[src/rtl/recirc_pkg.sv]
package recirc_pkg;

    // Default number of full stages in the register.
    parameter int unsigned SR_DEPTH = 64;

    // Source that feeds the first stage.
    typedef enum logic {
        SRC_DATA = 1'b0,
        SRC_LOOP = 1'b1
    } src_sel_e;

endpackage

[src/rtl/recirc_src_sel.sv]
module recirc_src_sel
    import recirc_pkg::*;
(
    input  logic sel_i,
    input  logic data_i,
    input  logic loop_i,
    output logic ser_o
);

    src_sel_e sel;

    always_comb begin
        sel = src_sel_e'(sel_i);
        unique case (sel)
            SRC_LOOP: ser_o = loop_i;
            default:  ser_o = data_i;
        endcase
    end

endmodule

[src/rtl/recirc_shift_chain.sv]
module recirc_shift_chain #(
    parameter int unsigned DEPTH = recirc_pkg::SR_DEPTH
) (
    input  logic clk_i,
    input  logic rst_ni,
    input  logic ser_i,
    output logic head_o,
    output logic tail_o
);

    localparam int unsigned LAST = DEPTH - 1;

    typedef struct packed {
        logic [DEPTH-1:0] stg;
    } chain_t;

    chain_t chain_d;
    chain_t chain_q;

    // Next state: every stage takes its neighbour, stage 1 takes the serial input.
    always_comb begin
        chain_d     = chain_q;
        chain_d.stg = {chain_q.stg[LAST-1:0], ser_i};
    end

    always_ff @(posedge clk_i or negedge rst_ni) begin
        if (!rst_ni) begin
            chain_q <= '0;
        end else begin
            chain_q <= chain_d;
        end
    end

    assign head_o = chain_q.stg[0];
    assign tail_o = chain_q.stg[LAST];

    // the last stage takes what the stage before it held one edge earlier.
    p_shift_step_r2: assert property (@(posedge clk_i) disable iff (!rst_ni)
        1'b1 |=> (tail_o == $past(chain_q.stg[LAST-1])))
        else $error("p_shift_step_r2");

endmodule

[src/rtl/recirc_half_stage.sv]
module recirc_half_stage (
    input  logic clk_i,
    input  logic rst_ni,
    input  logic q_i,
    output logic half_o
);

    typedef struct packed {
        logic half;
    } half_t;

    half_t half_d;
    half_t half_q;
    logic  armed_q;

    always_comb begin
        half_d      = half_q;
        half_d.half = q_i;
    end

    // Falling-edge capture: lags q_i by half a clock period.
    always_ff @(negedge clk_i or negedge rst_ni) begin
        if (!rst_ni) begin
            half_q  <= '0;
            armed_q <= 1'b0;
        end else begin
            half_q  <= half_d;
            armed_q <= 1'b1;
        end
    end

    assign half_o = half_q.half;

    // at each falling edge the half stage still holds q from the previous falling edge.
    p_half_lag_r5: assert property (@(negedge clk_i) disable iff (!rst_ni)
        armed_q |-> (half_o == $past(q_i)))
        else $error("p_half_lag_r5");

endmodule

[src/rtl/recirc_shift_reg.sv]
module recirc_shift_reg #(
    parameter int unsigned DEPTH = recirc_pkg::SR_DEPTH
) (
    input  logic clk_i,
    input  logic rst_ni,
    input  logic mode_i,
    input  logic data_i,
    input  logic recirc_i,
    output logic q_o,
    output logic q_n_o,
    output logic q_half_o,
    output logic clk_cas_o
);

    logic ser_in;
    logic head;
    logic tail;

    recirc_src_sel u_sel (
        .sel_i  (mode_i),
        .data_i (data_i),
        .loop_i (recirc_i),
        .ser_o  (ser_in)
    );

    recirc_shift_chain #(
        .DEPTH (DEPTH)
    ) u_chain (
        .clk_i  (clk_i),
        .rst_ni (rst_ni),
        .ser_i  (ser_in),
        .head_o (head),
        .tail_o (tail)
    );

    recirc_half_stage u_half (
        .clk_i  (clk_i),
        .rst_ni (rst_ni),
        .q_i    (tail),
        .half_o (q_half_o)
    );

    assign q_o       = tail;
    assign q_n_o     = ~tail;
    assign clk_cas_o = clk_i;

    // in data mode stage 1 follows data_i.
    p_sel_data_r3: assert property (@(posedge clk_i) disable iff (!rst_ni)
        (mode_i == 1'b0) |=> (head == $past(data_i)))
        else $error("p_sel_data_r3");

    // in recirculate mode stage 1 follows recirc_i.
    p_sel_loop_r4: assert property (@(posedge clk_i) disable iff (!rst_ni)
        (mode_i == 1'b1) |=> (head == $past(recirc_i)))
        else $error("p_sel_loop_r4");

endmodule

[config.mk]
export PLATFORM = sky130hd
export DESIGN_NAME = recirc_shift_reg
export DESIGN_NICKNAME = d
export VERILOG_FILES = /design/src/rtl/recirc_pkg.sv /design/src/rtl/recirc_src_sel.sv /design/src/rtl/recirc_shift_chain.sv /design/src/rtl/recirc_half_stage.sv /design/src/rtl/recirc_shift_reg.sv
export SDC_FILE = /design/constraint.sdc
export NUM_CORES = 1
export LEC_CHECK = 0
export CELL_PAD_IN_SITES_DETAIL_PLACEMENT = 1
export CELL_PAD_IN_SITES_GLOBAL_PLACEMENT = 2
export CORE_AREA = 3 3 63 65
export DETAILED_ROUTE_END_ITERATION = 10
export DIE_AREA = 0 0 66 68
export GPL_ROUTABILITY_DRIVEN = 0
export GPL_TIMING_DRIVEN = 0
export PLACE_DENSITY = 0.87
export SLEW_MARGIN = 20
export SYNTH_ARGS = -nofsm -noshare
export SYNTH_HDL_FRONTEND = slang
export SYNTH_HIERARCHICAL = 1
export SYNTH_SLANG_ARGS = --single-unit
[constraint.sdc]
create_clock -name clk_i -period 1.6 [get_ports clk_i]
set_input_delay 0.32 -clock clk_i [delete_from_list [all_inputs] [get_ports clk_i]]
set_output_delay 0.32 -clock clk_i [all_outputs]
set_load 0.05 [all_outputs]
* Word-level counts from Yosys, hierarchy flattened
Index checks and enable logic that the tools add are counted.
Storage, ports and cells: logic and storage cells 4, register bits after elaboration 65, output and inout bits 4
Cells by class: mux-type cells 1, bitwise operators 1
Operators with widths (number):
- $mux 1 | 1
- $not 1->1 | 1

* Longest topological paths before layout
word-level depth 1, depth in mapped cells 1

* Modules after synthesis
The synthesis kept the hierarchy.
By module, submodules not included:
- recirc_shift_chain | times used 1, cells each 64, seq. area each 1601.5 sq um, area each 1601.5 sq um
- recirc_half_stage | times used 1, cells each 1, seq. area each 25.0 sq um, area each 25.0 sq um
- recirc_src_sel | times used 1, cells each 1, seq. area each 0.0 sq um, area each 15.0 sq um
- recirc_shift_reg | times used 1, cells each 2, seq. area each 0.0 sq um, area each 11.3 sq um

==> results by group <==
Synth
  • Xor/xnor cell area share of the yosys netlist: 0%
  • Yosys top cell area share: 96.9%
  • Avg Inst Size Synth: 24.3 sq um
  • Area leader, netlist: dfrtp_1
  • Number of synthesized register bits: 65
  • Post-Synth Simple-Gate Area: 0%
  • Syn Nets: 73
  • Synth top area cells: dfrtp_1 97%, dfrtn_1 1.5%, mux2_4 0.91%
  • Most frequent cell after synthesis: dfrtp_1
  • EDFF count, synth: 0
  • Cell Area, Synth: 1650 sq um
  • Synth Area in Compound Gates: 0%
  • Synth Warn #: 6
  • Post-synth top cells: 64 x dfrtp_1, 1 x buf_4, 1 x dfrtn_1, 1 x inv_1, 1 x mux2_4
  • Top_reg_cell synth: dfrtp_1
  • Cell count after synthesis: 68
  • Largest family of logic cells by synthesized area: multiplexers
  • Seq/Total Area, Yosys: 98.4%
  • Asr flop ratio synth: 100%
  • Adder-Cell Fraction of Synth Area: 0%
  • Post-synthesis mux area share: 0.908%
  • Netlist cell types: 5

STA
  • Min Hold Slack: -93.1 ps
  • Final setup fails: 1
  • Unrepaired setup endpoints after global routing: yes
  • Max Slew Vio Count: 0
  • Worst Clk Skew: 10.1 ps
  • Worst slew pin tran: 726 ps
  • Fin Setup TNS: -542 ps
  • Final worst slack: -542 ps
  • Final Hold Violating Endpoints: 64
  • Rel. slew slack: 51.6%

Pwr
  • Total design power: 3.18 mW
  • Static Leak: 0.938 nW
  • Worst VDD drop: 0.980 mV
  • Pwr dens: 1630 nW/um^2

Critical path
  • CP bufs+invs: 1
  • Cell Chain, Critical Path: buf_6
  • Top Family by Delay on Critical Path: flip-flops
  • Crit path DAT: 1820 ps
  • Reg2Reg Setup Slack: 240 ps
  • R2r worst-path depth: 0
  • R2R Path End: u_half/half_o
  • CP max-delay cell: dfrtn_1
  • Max stage delay on crit path: 410 ps
  • Worst setup path start: u_half/half_o
  • CP required: 1280 ps
  • Critical path depth: 1
  • Nature of the critical path endpoint: primary output
  • Reg-to-Reg Start: u_chain/chain_q[63]
  • Startpoint types: flip-flop
  • Largest fanout on the critical path: 1
  • CP Class: flip-flop to primary output

Layout
  • Fill count: 294
  • Non-Filler Instances: 140
  • Nets: 94
  • Layout cell share with drive strength beyond 1: 24.5%
  • Register Area: 1630 sq um
  • Multi-input logic area: 15.0 sq um
  • Final Instance Area: 1950 sq um
  • Syn-to-layout area delta: 18.2%
  • # diodes: 0

Clock network
  • CTS tree: yes
  • Worst skew pair latency: 470 ps
  • Clock slew at reported path FFs: 90 ps

Place
  • I/O Buffers: 8
  • DP HPWL: 944 microns
  • Placed insts: 122
  • Placed inst area: 1790 sq um

Drt
  • Drt total wl: 1900 microns
  • DRC: 0
  • Wire length per cell: 13.6 microns
  • DRT Pass-1 Iters: 2
  • Via Count: 587
  • Starting DRT DRC Count: 34
  • Routed Antenna Nets: 0
  • DR vias/cell: 4.19

Global route
  • Gr ovfl total: 0
  • Largest net degree at the start of global routing: 66
  • Initial antenna violation count: 0
  • Tot GR Track Use: 11.9%
  • Vias in the first global route: 709
  • First-pass GRT wire length: 3390 microns

Floorplanning
  • Die boundary height: 68 microns
  • Die W: 66 microns
  • Starting Density: 48.8%
  • FP Rows: 21
  • Die footprint: 4490 sq um
  • Core area: 3390 sq um
  • IO Count: 9

Flow run
  • Max Cap Violations: 0

Status
  • Failing checks: negative hold slack, negative setup slack
  • Status: finished, violations left

Worst hold path
  • Hold Path Class: primary input to asynchronous set/reset pin
==> flip-flops by register name, indices dropped and copies added, names as in the netlist <==
signal and flops:
u_half/half_o 1, u_chain/chain_q 64
==> final cells by class <==
class | count | area share (%)
Sequential cell | 65 | 83.3
Clock buffer | 18 | 7.88
Timing Repair Buffer | 7 | 3.14
Tap cell | 46 | 2.95
Clock inverter | 2 | 1.79
Multi-Input combinational cell | 1 | 0.769
Inverter | 1 | 0.192
==> logic make-up after synthesis <==
kind of cell           after synthesis
buffers and inverters                2
flip-flops                          65
multiplexers                         1
==> routing by layer <==
| layer | vias up | global-route usage, % | part of all wire, % |
|---|---|---|---|
| li1 | 248 | - | - |
| met1 | 323 | 13.3 | 46 |
| met2 | 14 | 14.9 | 48 |
| met3 | 2 | 9.36 | 5.9 |
| met4 | 0 | 9.14 | 0.74 |
| met5 | - | 0 | 0 |
==> power by group <==
group          leakage [nW]  switching [mW]  internal, mW  total, mW
Combinational        0.0410          0.0292        0.0108     0.0400
Clock                 0.105           0.612         0.759       1.37
Sequential            0.793          0.0301          1.74       1.77
Total                 0.938           0.671          2.51       3.18
==> cell usage in the layout (no fill, tap or decap) <==
cell type and instances:
buf_2 1, clkbuf_8 3, buf_4 1, dfrtp_1 64, clkbuf_1 2, buf_6 1, mux2_4 1, clkdlybuf4s50_1 3
clkbuf_4 13, inv_1 1, clkinv_2 1, dfrtn_1 1, buf_8 1, bufinv_16 1
==> worst max-delay path by stage <==
stage,to,slack (ps)
final,q_half_o,-540
after CTS,q_half_o,-580
after global placement,u_half/half_o,-2160
after global routing,q_half_o,-620
after floorplan,q_half_o,-170
after detailed placement,q_half_o,-690
==> through the flow <==
stage | setup WS, ps | utilization (%)
after floorplan | -171 | -
after global placement | -2160 | 52.8
after detailed placement | -689 | 52.8
after CTS | -579 | 57.7
after global routing | -616 | 57.6
final | -542 | 57.6
==> repair_timing <==
action / 4_1_cts / 5_1_grt
gates cloned: 0 / 0
endpoints found under the hold margin: 64 / 64
pin swaps: 0 / 0
buffers inserted: 0 / 0
endpoints found under the setup margin: 4 / 3
resized for setup: 24 / 2
Note: power is estimated with default switching activity, not from simulation.
